--- src/rtl/sag_pkg.sv ---
// Shared widths and the decoded command record of the strided address generator.
// Assumes a 32-bit command word; the field widths below must fit inside it.
package sag_pkg;
    localparam int WORD_W   = 32;
    localparam int ADDR_W   = 31;
    localparam int LEN_W    = 15;
    localparam int CNT_W    = 24;
    localparam int STRIDE_W = 24;
    localparam int IDX_W    = 2;
    localparam int NUM_WORDS = 4;

    typedef struct packed {
        logic                is_write;
        logic [ADDR_W-1:0]   base;
        logic [LEN_W-1:0]    line_bytes;
        logic [CNT_W-1:0]    lines_m1;
        logic [STRIDE_W-1:0] pitch;
    } xfer_cmd_t;
endpackage

--- src/rtl/cmd_loader.sv ---
// Collects the four command words in strict order and holds the decoded record.
// Assumes the record is only read by the walker while busy is high, so refusing
// writes during busy keeps it stable for the whole transfer.
module cmd_loader
    import sag_pkg::*;
(
    input  logic              clk,
    input  logic              rst_n,
    input  logic              we,
    input  logic [IDX_W-1:0]  idx,
    input  logic [WORD_W-1:0] wdata,
    input  logic              busy,
    output xfer_cmd_t         cmd,
    output logic              launch,
    output logic              err
);
    localparam logic [IDX_W-1:0] LAST_IDX = IDX_W'(NUM_WORDS - 1);

    logic [IDX_W-1:0] expect_idx;
    logic             accept;

    // A write is taken only when idle and carrying the expected index.
    always_comb accept = we && !busy && (idx == expect_idx);

    // Sequence tracking, refusal pulse and launch pulse after the final word.
    always_ff @(posedge clk) begin
        if (!rst_n) begin
            expect_idx <= '0;
            launch     <= 1'b0;
            err        <= 1'b0;
        end else begin
            launch <= accept && (expect_idx == LAST_IDX);
            err    <= we && !accept;
            if (accept) expect_idx <= expect_idx + 1'b1;
        end
    end

    // Field capture from each accepted word.
    always_ff @(posedge clk) begin
        if (!rst_n) begin
            cmd <= '0;
        end else if (accept) begin
            case (expect_idx)
                2'd0: cmd.line_bytes <= wdata[LEN_W-1:0];
                2'd1: begin
                    cmd.is_write <= wdata[WORD_W-1];
                    cmd.base     <= wdata[ADDR_W-1:0];
                end
                2'd2: cmd.lines_m1 <= wdata[CNT_W-1:0];
                default: cmd.pitch <= wdata[STRIDE_W-1:0];
            endcase
        end
    end
endmodule

--- src/rtl/line_walker.sv ---
// Issues one request per line, stepping the line address by the pitch.
// Assumes cmd is stable from launch until done.
module line_walker
    import sag_pkg::*;
(
    input  logic              clk,
    input  logic              rst_n,
    input  logic              launch,
    input  xfer_cmd_t         cmd,
    input  logic              ready,
    output logic              valid,
    output logic [ADDR_W-1:0] addr,
    output logic              last,
    output logic              done,
    output logic              active
);
    logic [CNT_W-1:0] remain;
    logic             fire;

    // Handshake on the presented line.
    always_comb fire = active && ready;

    // Request presentation and final-line flag.
    always_comb begin
        valid = active;
        last  = active && (remain == '0);
    end

    // Line walk: load on launch, advance on each handshake, finish on the last.
    always_ff @(posedge clk) begin
        if (!rst_n) begin
            active <= 1'b0;
            done   <= 1'b0;
            addr   <= '0;
            remain <= '0;
        end else begin
            done <= 1'b0;
            if (launch) begin
                addr   <= cmd.base;
                remain <= cmd.lines_m1;
                if (cmd.line_bytes == '0) done   <= 1'b1;
                else                      active <= 1'b1;
            end else if (fire) begin
                if (remain == '0) begin
                    active <= 1'b0;
                    done   <= 1'b1;
                end else begin
                    addr   <= addr + ADDR_W'(cmd.pitch);
                    remain <= remain - 1'b1;
                end
            end
        end
    end
endmodule

--- src/rtl/stride_addr_gen.sv ---
// Top of the 2D strided transfer address generator: command loader plus line walker.
// Assumes the consumer follows ready/valid rules; no buffering at the edge.
module stride_addr_gen
    import sag_pkg::*;
(
    input  logic              clk,
    input  logic              rst_n,
    input  logic              cmd_we,
    input  logic [IDX_W-1:0]  cmd_idx,
    input  logic [WORD_W-1:0] cmd_data,
    output logic              cmd_err,
    output logic              busy,
    output logic              req_valid,
    input  logic              req_ready,
    output logic [ADDR_W-1:0] req_addr,
    output logic [LEN_W-1:0]  req_len,
    output logic              req_write,
    output logic              req_last,
    output logic              done
);
    xfer_cmd_t             cfg;
    logic                  launch;
    logic                  walking;
    logic [STRIDE_W-1:0]   cfg_stride;

    // Busy covers the launch cycle and the whole walk.
    always_comb begin
        busy       = launch || walking;
        req_len    = cfg.line_bytes;
        req_write  = cfg.is_write;
        cfg_stride = cfg.pitch;
    end

    cmd_loader u_loader (
        .clk    (clk),
        .rst_n  (rst_n),
        .we     (cmd_we),
        .idx    (cmd_idx),
        .wdata  (cmd_data),
        .busy   (busy),
        .cmd    (cfg),
        .launch (launch),
        .err    (cmd_err)
    );

    line_walker u_walker (
        .clk    (clk),
        .rst_n  (rst_n),
        .launch (launch),
        .cmd    (cfg),
        .ready  (req_ready),
        .valid  (req_valid),
        .addr   (req_addr),
        .last   (req_last),
        .done   (done),
        .active (walking)
    );
endmodule

--- config.mk ---
export PLATFORM = sky130hd
export DESIGN_NAME = stride_addr_gen
export DESIGN_NICKNAME = d
export VERILOG_FILES = /design/src/rtl/sag_pkg.sv /design/src/rtl/cmd_loader.sv /design/src/rtl/line_walker.sv /design/src/rtl/stride_addr_gen.sv
export SDC_FILE = /design/constraint.sdc
export NUM_CORES = 1
export LEC_CHECK = 0
export ABC_CLOCK_PERIOD_IN_PS = 3730
export BUFFER_PORTS_ARGS = -buffer_cell sky130_fd_sc_hd__buf_4
export CORE_MARGIN = 2
export CORE_UTILIZATION = 55
export DETAILED_ROUTE_END_ITERATION = 10
export PLACE_DENSITY = 0.76
export SETUP_SLACK_MARGIN = 0.02
export SLEW_MARGIN = 20
export SYNTH_ARGS = -nofsm -noshare
export SYNTH_HDL_FRONTEND = slang
export SYNTH_HIERARCHICAL = 1
export SYNTH_SLANG_ARGS = --single-unit
export TNS_END_PERCENT = 5
--- constraint.sdc ---
create_clock -name clk -period 3.73 [get_ports clk]
set_input_delay 0.1865 -clock clk [delete_from_list [all_inputs] [get_ports clk]]
set_output_delay 0.1865 -clock clk [all_outputs]
set_load 0.01 [all_outputs]
; Word level (Yosys, flattened, before mapping)
; Cells that the tools add are included.
[totals]
regBits = 156
latch_bits = 0
ram_bits = 0
rom_bits = 0
in_bits = 38
output_inout_bits = 52
wordCells = 57
n_memories = 0
[op_classes]
n_addsub = 3
multipliers = 0
n_div = 0
n_lt_le_gt_ge = 0
n_eq_ne = 6
shifts = 0
muxes = 14
bitwise = 1
reduce_logical = 21
[ops]
columns = op, count
row1 = $mux 31, 3
row2 = $mux 24, 3
row3 = $add 31x24->31, 1
row4 = $logic_not 24->1, 1
row5 = $sub 24x1->24 const B, 1
row6 = $logic_not 15->1, 1
row7 = $reduce_and 2->1, 5
row8 = $mux 1, 8
row9 = $logic_and 1x1->1, 6
row10 = $eq 2x2->1 const B, 2
row11 = $ne 2x2->1 const B, 2
row12 = $reduce_bool 2->1, 2
row13 = $reduce_and 3->1, 1
row14 = $reduce_or 3->1, 1
row15 = $add 2x1->2 const B, 1
row16 = $eq 2x1->1 const B, 1
row17 = $eq 2x2->1, 1
row18 = $logic_not 1->1, 2
row19 = $logic_not 2->1, 1
row20 = $logic_or 1x1->1, 1
row21 = $not 1->1, 1

; Logic depth before layout (Yosys ltp)
; Gate-level depths: netlist of the first run.
[logic_depth]
word_depth = 6
depth_mapped = 11
mapped_depth_nobuf = 11

; Cells and area by module
; Netlist of the first run, hierarchy kept.
[by_module_without_submodules]
columns = mod, n_inst, cells_per_inst, area_each_um2, seq_area_each_um2
row1 = line_walker, 1, 570, 4257.8, 1141.1
row2 = cmd_loader, 1, 369, 3766.1, 1981.9
row3 = stride_addr_gen, 1, 1, 6.3, 0.0

; Worst setup path before layout of the first run
; OpenSTA, ideal clock, no wires.
[synth_path]
path_type = register -> register
start = register u_walker.addr[0]
end = register u_walker.addr[12]
setup_ns = 0.086
arrival_ns = 2.315
required_ns = 3.644
slack_ns = 1.329
stages_incl_launch_ff = 12
n_path_buf = 0
synth_period_minus_slack_ns = 2.401
path_cell_list = dfxtp_1 ha_1 inv_1 fa_1 nor2b_1 o31a_1 o21ai_0 o21a_1 o21bai_1 a211oi_1 a31o_2 a211oi_1
[synth_between]
elab_chain_cells = 4
[synth_lines]
columns = element, line_no
row1 = "start, declared", line_walker.sv:12  ; output logic [ADDR_W-1:0] addr,
row2 = "start signal, assigned", line_walker.sv:39  ; addr <= cmd.base;
row3 = "start signal, assigned", line_walker.sv:48  ; addr <= addr + ADDR_W'(cmd.pitch);
row4 = $add 31x24->31, line_walker.sv:48
row5 = $mux 31, line_walker.sv:44  ; if (remain == '0) begin
row6 = $mux 31, line_walker.sv:43  ; end else if (fire) begin
row7 = $mux 31, line_walker.sv:38  ; if (launch) begin
; No other way between the ends. The select of a mux whose other input is x is not followed.
; A chain may end at the register's enable or synchronous reset.

; Final worst setup path of the first run
[layout_path]
start = register u_walker.remain[3]
end = register u_walker.addr[25]
[layout_between]
elab_chain_cells = 3
[layout_lines]
columns = element, line_no
row1 = "start, declared", line_walker.sv:17  ; logic [CNT_W-1:0] remain;
row2 = "start signal, assigned", line_walker.sv:40  ; remain <= cmd.lines_m1;
row3 = "start signal, assigned", line_walker.sv:49  ; remain <= remain - 1'b1;
row4 = $logic_not 24->1, line_walker.sv:44
row5 = $ne 2x2->1 (no line), -
row6 = $reduce_and 2->1 (no line), -
; No other way between the ends.

==> results.toml, run 1 <==
[drt]
drtIter0Drc = 465
via_per_inst = 5.80
drc = 0
first_pass_iters = 7
drt_wl_total_um = 19700
vias = 6934
antenna_left = 0
routedWlPerCell_um = 16.5

[cts]
clock-root-buffer = "clkbuf_16"
htree_levels = 4
clock_latency_ns = 0.43
clock_sinks = 156
tritoncts = "built"
cts_made_buffers = 17
clk_pin_slew_ns = 0.07
post-cts-setup-buffers = 0
cts_buffer_depth = 2

[synthesis]
synth_top_area_cell = "dfxtp_1"
syn_inst = 940
synth_cell_types = 66
ys_seq_area_share_pct = 38.9
yosysMostFrequentCell = "nand2_1"
async_flop_share_pct = 0
synth_common_cells = "nand2_1 (192), dfxtp_1 (156), mux2i_1 (99)"
synth_top_cell_area_share_pct = 38.9
syn_area_sq_um = 8030
synth_area_leaders = "dfxtp_1 (39%), mux2i_1 (12%), nand2_1 (9.0%)"
ys_seq_elements = 156
syn_nets = 1009
synth_edf_count = 0
avgSynthCellArea_sq_um = 8.54
yosysWarnings = 6
ys.flop_type = "dfxtp_1"

[layout]
diodes = 0
num-fill-cells = 1266
fin_cells = 1195
nNetsFinal = 1067
register_area_sq_um = 3120
multi_input_area_sq_um = 4550
final_area_sq_um = 9300
area_growth_pct = 15.8
drive_gt1_share_pct = 14.5

[placement]
port_buffers = 89
hpwl_um = 13400
gp_congestion = 0.888
placed_cells = 1161
place_area_sq_um = 8710

[global_route]
grt_remaining_overflow = 0
grt_pass1_wl_um = 32100
antenna_found_initial = 0
grt_pass1_vias = 6408
grt_max_degree = 73
track_usage_pct = 25.4

[power]
p_leak_nw = 4.24
ir_worst_vdd_mv = 0.327
cellPowerDensity_nw_per_um2 = 382

[setup_path]
endpoint_kind = "flip-flop"
cp_common_cell = "a21oi_1"
r2r_cells = 8
r2r-start = "u_walker/remain[3]"
crit_chain = "or4_1, nor3_1, a21o_1, buf_4, a21oi_1, a211oi_1, a21oi_1, o211ai_1"
worst-path-stages = 8
crit_family = "simple AND/OR/NAND/NOR gates"
cpPeakStageDelay_ns = 0.67
critPathLaunchType = "flip-flop"
reg2reg_slack_ns = 0.87
critPathKind = "reg -> reg"
rr_endpoint = "u_walker/addr[25]"
slowest_stage = "or4_1"
crit_start = "u_walker/remain[3]"
crit_end = "u_walker/addr[25]"
crit_required_ns = 4.08
crit_fanout = 40
crit_buf_inv = 1
cp.arrival_ns = 3.21

[timing]
worst_pin_slew_ns = 0.868
slew_viol_final = 0
slew_headroom_pct = 42.1
period_needed_ns = 2.86
worst_clock_skew_ns = 0.0107
rsz0062_at_grt = "false"
hold_viol_final = 0
finalSetupViolCount = 0
fin_crit_sh_pct = 76.8
max_freq_mhz = 349
finalHoldWorstSlack_ns = 0.0173
fin_setup_tns_ns = 0

[floorplan]
die_h_um = 125
dieArea_sq_um = 15600
pin_count = 90
start_util_pct = 55.7
die_w_um = 125
rows = 44
fp.coreArea_sq_um = 14400

[hold_path]
hold_path_class = "in -> reg"

[outcome]
outcome = "finished, final reports clean"

[job]
maxCapViolations = 0
## worst min-delay path, delay by kind of cell
| family | cells | cell delay, ns |
|---|---|---|
| buf+inv | 1 | 0.11 |
| mux | 1 | 0.06 |
| simple gates | 1 | 0.04 |
## stage by stage
stage / total power, mW / setup WS (ns) / util, %
final: 3.56 / 0.867 / 64.5
after global routing: 3.67 / 0.634 / 64.5
after CTS: 3.58 / 0.878 / 64.5
after detailed placement: 1.90 / 0.896 / 60.4
after global placement: 1.90 / 0.946 / 60.4
after floorplan: 1.82 / 1.33 / -
## cell type report
class / instances / share of cell area (%)
flip-flops and latches: 156 / 33.6
clock inverters: 12 / 1.36
clock buffers: 20 / 4.80
multi-input cells: 708 / 48.9
well taps: 184 / 2.47
inverters: 15 / 0.605
repair buffers: 100 / 8.26
## per-layer routing
layer	wire length (um)	up-vias	track usage [%]
met5	0	-	0
met4	244	0	7.12
met3	1170	21	5.80
met2	9060	208	41.5
met1	9220	3287	33.8
li1	-	3418	-
## how the worst min path moves through the flow
stage,startpoint,slack [ns],depth (start not counted),end
final,cmd_data[30],0.02,3,u_loader/cmd[93]
after global routing,cmd_data[25],0.008,3,u_loader/cmd[88]
after global placement,cmd_we,0.41,3,u_loader/err
after floorplan,cmd_we,0.30,2,u_loader/err
after detailed placement,cmd_we,0.42,3,u_loader/err
after CTS,cmd_data[30],0.005,3,u_loader/cmd[93]
## state kept, by name, indices dropped and copies added, names as in the netlist
register             cells
u_loader/cmd            95
u_loader/err             1
u_loader/expect_idx      2
u_loader/launch          1
u_walker/active          1
u_walker/addr           31
u_walker/done            1
u_walker/remain         24
## repair_timing
item,in CTS,in global routing
hold buffers,2,0
gates resized for setup,0,0
hold endpoints to repair,2,0
## cells in the final DEF (no fill, tap or decap), drive strengths merged, types with 10 or more instances in the layout
| cell | Yosys | final |
|---|---|---|
| nand2 | 192 | 192 |
| dfxtp | 156 | 156 |
| mux2i | 99 | 99 |
| buf | 19 | 98 |
| a21oi | 71 | 71 |
| nor2 | 60 | 60 |
| o21ai | 43 | 43 |
| ha | 30 | 30 |
| xnor2 | 29 | 29 |
| inv | 15 | 21 |
| clkbuf | 42 | 20 |
| nor3 | 19 | 19 |
| a21o | 13 | 13 |
| nand4 | 13 | 13 |
| a211oi | 12 | 12 |
| nor4 | 12 | 12 |
| nand3 | 11 | 11 |
| xor2 | 10 | 10 |
## power breakdown
group | internal (mW) | switching (mW) | leakage, nW
sequential | 1.68 | 0.0108 | 1.26
combinational | 0.0697 | 0.103 | 2.71
clock | 0.955 | 0.740 | 0.280
## kinds of logic after synthesis
logic type | after synthesis | share of synthesized area (%)
simple gates | 344 | 19.8
compound gates | 195 | 15.2
flops | 156 | 38.9
mux | 99 | 12.3
buf+inv | 76 | 4.42
xor+xnor | 39 | 4.44
fa+ha+maj | 31 | 4.92
Note: power is estimated with default switching activity, not from simulation.
==> inputs of run 2 (changes only) <==
Settings changed: ABC_CLOCK_PERIOD_IN_PS 3730 to 2650.
Clock period 3.73 ns to 2.65 ns, I/O delays scaled along.
==> results.toml, run 2 (synthesis results as in run 1) <==
[outcome]
outcome = "finished, final reports clean"

[cts]
clock-root-buffer = "clkbuf_16"
cts_made_buffers = 17
tritoncts = "built"
htree_levels = 4
clock_sinks = 156
cts_buffer_depth = 2
clock_latency_ns = 0.44
clk_pin_slew_ns = 0.07

[layout]
drive_gt1_share_pct = 16.4
top_register = "u_loader/cmd"
top_regs = "u_loader/cmd (95), u_walker/addr (31), u_walker/remain (24)"
diodes = 0
nNetsFinal = 1087
mostFrequentLayoutCell = "nand2_1"
area_growth_pct = 19.5
final_area_sq_um = 9590
largest_reg_flops = 95
fin_util_pct = 66.5
multi_input_area_sq_um = 4580
register_area_sq_um = 3120
num-fill-cells = 1201
layout_common_cells = "nand2_1 (192), dfxtp_1 (155), buf_4 (108)"

[floorplan]
die_h_um = 125
pin_count = 90
dieArea_sq_um = 15600
fp.coreArea_sq_um = 14400
die_w_um = 125
rows = 44
start_util_pct = 55.7

[hold_path]
hold_path_class = "in -> reg"
min_from = "req_ready"

[timing]
hold_viol_final = 0
worst_clock_skew_ns = 0.00958
rsz0062_at_grt = "true"
worst_pin_slew_ns = 0.984
period_needed_ns = 2.57
slew_viol_final = 0
fin_crit_sh_pct = 96.9
slew_headroom_pct = 34.3
finalSetupViolCount = 0
max_freq_mhz = 390

[placement]
place_area_sq_um = 8790
port_buffers = 89
hpwl_um = 13700
gp_congestion = 0.891

[setup_path]
cp.arrival_ns = 2.90
crit_start = "u_loader/cmd[0]"
crit_required_ns = 2.98
critPathKind = "reg -> reg"
crit_fanout = 3
endpoint_kind = "flip-flop"
r2r-start = "u_loader/cmd[0]"
critPathLaunchType = "flip-flop"

[drt]
via_per_inst = 5.78
drtIter0Drc = 712
drt_wl_total_um = 20400
drc = 0
antenna_left = 0
routedWlPerCell_um = 16.8
first_pass_iters = 5
vias = 7024

[power]
p_leak_nw = 4.38
ir_worst_vdd_mv = 0.490
cellPowerDensity_nw_per_um2 = 557

[job]
maxCapViolations = 0

[global_route]
grt_max_degree = 70
track_usage_pct = 26.3
antenna_found_initial = 0
grt_pass1_wl_um = 33100
grt_remaining_overflow = 0
grt_pass1_vias = 6556
==> run 2: changes by cell type in the layout (fill, tap and decap cells not counted), moves of 2 or more <==
cell	previous run	this run
clkbuf_1	2	0
dlygate4sd3_1	2	10
ha_1	30	28
ha_2	0	2
bufinv_16	1	4
o21ai_1	4	6
buf_4	97	108
o21ai_0	39	37
==> run 2: critical path, stage by stage (launching register included) <==
cell      delay [ns]
dfxtp_1         0.35
ha_2            0.19
inv_1           0.05
fa_1            0.39
nor2b_2         0.16
o31a_1          0.21
o21ai_1         0.13
o21a_1          0.23
o21bai_1        0.20
a211oi_1        0.10
a31o_2          0.22
a211oi_1        0.25
==> run 2: what timing repair did <==
| action | CTS | global route |
|---|---|---|
| pin swaps | 1 | 5 |
| buffers inserted | 1 | 2 |
| cloned | 0 | 0 |
| hold endpoints to repair | 10 | 0 |
| gates resized for setup | 0 | 11 |
| endpoints found under the setup margin | 1 | 14 |
| hold buffers | 10 | 0 |
==> run 2: worst paths after layout <==
kind                                          end  slack, ns  cells after the start
worst min-delay path              u_walker/active       0.04                      3
worst min register to register   u_loader/cmd[89]       0.46                      2
worst max register to register  u_walker/addr[12]       0.08                     11
worst max-delay path            u_walker/addr[12]       0.08                     11
==> run 2: metrics by stage <==
step                      hold WS (ns)  setup slack, ns  total power [mW]  std cells  setup TNS [ns]
final                           0.0354           0.0827              5.34       1215               0
after global routing            0.0310          -0.0580              5.50       1215         -0.0719
after CTS                       0.0246           0.0287              5.37       1213               0
after detailed placement         0.361           0.0339              2.68       1170               0
after global placement           0.360            0.145              2.67       1170               0
after floorplan                  0.246            0.249              2.57        940               0
==> run 2: layout make-up <==
type                            count  area share [%]
Timing Repair Buffer              120            9.91
Clock buffer                       17            4.43
Sequential cell                   156            32.6
Multi-Input combinational cell    708            47.7
Clock inverter                     15            2.37
Tap cell                          184            2.40
Inverter                           15           0.587
==> run 2: power by group <==
part / total [mW] / leakage [nW] / internal (mW) / switching, mW
clock: 2.71 / 0.321 / 1.62 / 1.09
combinational: 0.259 / 2.80 / 0.108 / 0.151
sequential: 2.38 / 1.26 / 2.36 / 0.0157
total: 5.34 / 4.38 / 4.09 / 1.26
==> run 2: routing by layer <==
layer / wire (um) / share of wire, % / track usage, % / vias up
met4: 287 / 1.4 / 7.19 / 0
met1: 9530 / 47 / 35.7 / 3321
li1: - / - / - / 3464
met3: 1210 / 5.9 / 6.70 / 27
met2: 9400 / 46 / 41.9 / 212
met5: 0 / 0 / 0 / -
==> inputs of run 3 (changes only) <==
Settings changed: ABC_AREA set to 1, PLACE_DENSITY 0.76 to 0.75.
==> results.toml, run 3 <==
[placement]
port_buffers = 89
hpwl_um = 21000
post-place-ws_ns = 0.402
place_area_sq_um = 11000
gp_congestion = 0.981

[synthesis]
yosysMostFrequentCell = "nand2_1"
avgSynthCellArea_sq_um = 5.95
synth_common_cells = "nand2_1 (490), inv_1 (349), nor2_1 (225)"
syn_inst = 1706
ys.flop_type = "dfxtp_1"
yosysWarnings = 6
synth_area_leaders = "dfxtp_1 (31%), nand2_1 (18%), inv_1 (13%)"
synth_edf_count = 0
synth_top_cell_area_share_pct = 30.8
synth_cell_types = 45
ys_seq_area_share_pct = 30.8
syn_nets = 1775
syn_area_sq_um = 10200
synth_top_area_cell = "dfxtp_1"
async_flop_share_pct = 0
ys_seq_elements = 156

[layout]
nNetsFinal = 1829
multi_input_area_sq_um = 5340
register_area_sq_um = 3120
final_area_sq_um = 11600
drive_gt1_share_pct = 9.81
largest_reg_flops = 95
mostFrequentLayoutCell = "nand2_1"
num-fill-cells = 1746
area_growth_pct = 14.1
layout_common_cells = "nand2_1 (490), inv_1 (349), nor2_1 (225)"
diodes = 0
top_register = "u_loader/cmd"
top_regs = "u_loader/cmd (95), u_walker/addr (31), u_walker/remain (24)"

[drt]
drc = 0
first_pass_iters = 5
via_per_inst = 5.16
drtIter0Drc = 730
drt_wl_total_um = 29200
antenna_left = 0
routedWlPerCell_um = 14.6
vias = 10300

[setup_path]
critPathLaunchType = "flip-flop"
crit_required_ns = 2.94
crit_fanout = 5
cp.arrival_ns = 2.61
slowest_stage = "fa_1"
crit_chain = "ha_1, inv_1, fa_1, inv_1, nand3_1, nand3_1, nand2_1, nand2_1, nand2_1, nand2_1, nand2_1, nand2_1, nand2_1, nand3_1, a21oi_1"
critPathKind = "reg -> reg"
endpoint_kind = "flip-flop"
cp_common_cell = "nand2_1"
cpPeakStageDelay_ns = 0.39

[timing]
finalHoldWorstSlack_ns = 0.0112
worst_pin_slew_ns = 0.704
fin_crit_sh_pct = 87.6
max_freq_mhz = 431
hold_viol_final = 0
worst_slack_ns = 0.328
rsz0062_at_grt = "false"
worst_clock_skew_ns = 0.0163
period_needed_ns = 2.32
slew_headroom_pct = 53.0
slew_viol_final = 0
fin_setup_tns_ns = 0
finalSetupViolCount = 0

[power]
p_sw_share_pct = 26.4
ir_worst_vdd_mv = 0.479
seq_power_share_pct = 44.2
internal_power_mw = 4.02
cellPowerDensity_nw_per_um2 = 471
p_total_mw = 5.46
combinationalPowerShare_pct = 9.2
p_leak_nw = 6.10
clkPwrFrac_pct = 46.6
switching_power_mw = 1.44

[floorplan]
dieArea_sq_um = 19600
fp.coreArea_sq_um = 18000
start_util_pct = 56.3
die_h_um = 140
rows = 49
die_w_um = 140
pin_count = 90

[cts]
clock-root-buffer = "clkbuf_16"
tritoncts = "built"
cts_made_buffers = 17
clock_latency_ns = 0.44
cts_buffer_depth = 2
htree_levels = 4
postCtsResizedCells = 0
clk_pin_slew_ns = 0.07
clock_sinks = 156

[outcome]
outcome = "finished, final reports clean"

[global_route]
grt_remaining_overflow = 0
grt_pass1_vias = 9418
track_usage_pct = 29.7
grt_max_degree = 54
grt_pass1_wl_um = 47000
antenna_found_initial = 0

[hold_path]
hold_path_class = "in -> reg"

[job]
maxCapViolations = 0
-- run 3: cell count changes after synthesis, moves of 74 or more --
cell     change
inv_1      +334
nand2_1    +298
nor2_1     +165
mux2i_1     -98
nand4_1     +97
nand3_1     +74
-- run 3: path summary, 6_finish.rpt --
path         slack (ns)          startpoint            endpoint  cells past startpoint
min                0.01        cmd_data[29]    u_loader/cmd[92]                      5
min reg2reg        0.49  u_walker/remain[0]  u_walker/remain[0]                      2
max                0.33    u_walker/addr[0]   u_walker/addr[22]                     15
max reg2reg        0.33    u_walker/addr[0]   u_walker/addr[22]                     15
-- run 3: layout make-up --
type	count	area share [%]
repair buffers	112	7.82
well taps	229	2.47
clock inverters	13	1.34
clock buffers	19	3.91
inverters	354	11.5
multi-input cells	1119	46.0
flip-flops and latches	156	26.9
-- run 3: timing repair --
item                                   CTS  global route
endpoints found under the hold margin    1             0
setup buffers                            0             0
hold buffers                             1             0
-- run 3: routing by layer --
metal / part of all wire [%] / GRT usage [%] / vias up / routed length, um
li1: - / - / 5341 / -
met1: 45 / 39.0 / 4589 / 13100
met2: 46 / 49.0 / 342 / 13400
met3: 6.3 / 4.82 / 56 / 1850
met4: 2.9 / 11.8 / 0 / 860
met5: 0 / 0 / - / 0
-- run 3: power by group through the flow --
stage | logic [mW] | registers, mW | clock network (mW)
2_1_floorplan | 0.319 | 2.47 | 0
6_report | 0.499 | 2.41 | 2.54
3_3_place_gp | 0.484 | 2.46 | 0
3_5_place_dp | 0.491 | 2.47 | 0
5_1_grt | 0.557 | 2.42 | 2.66
4_1_cts | 0.495 | 2.41 | 2.56
-- run 3: cell families (layout without fill, tap and decap cells) --
logic type | count (synthesis) | in the layout | synth area share [%]
flops | 156 | 156 | 30.8
mux | 1 | 1 | 0.0986
buf+inv | 431 | 498 | 16.7
compound gates | 113 | 113 | 6.41
fa+ha+maj | 31 | 31 | 3.89
xor+xnor | 17 | 17 | 1.47
simple gates | 957 | 957 | 40.7
-- run 3: worst max-delay path, delay by kind of cell, from the launching register on --
| kind | cells | cell delay, ns |
|---|---|---|
| fa+ha+maj | 2 | 0.63 |
| buf+inv | 2 | 0.17 |
| flops | 1 | 0.37 |
| compound gates | 1 | 0.06 |
| simple gates | 10 | 0.96 |
-- run 3: metrics by stage --
step | std cells | utilization (%)
finish | 2002 | 64.3
global route | 2002 | 64.3
detailed placement | 1969 | 60.9
global placement | 1969 | 60.9
CTS | 2002 | 64.3
floorplan | 1706 | -
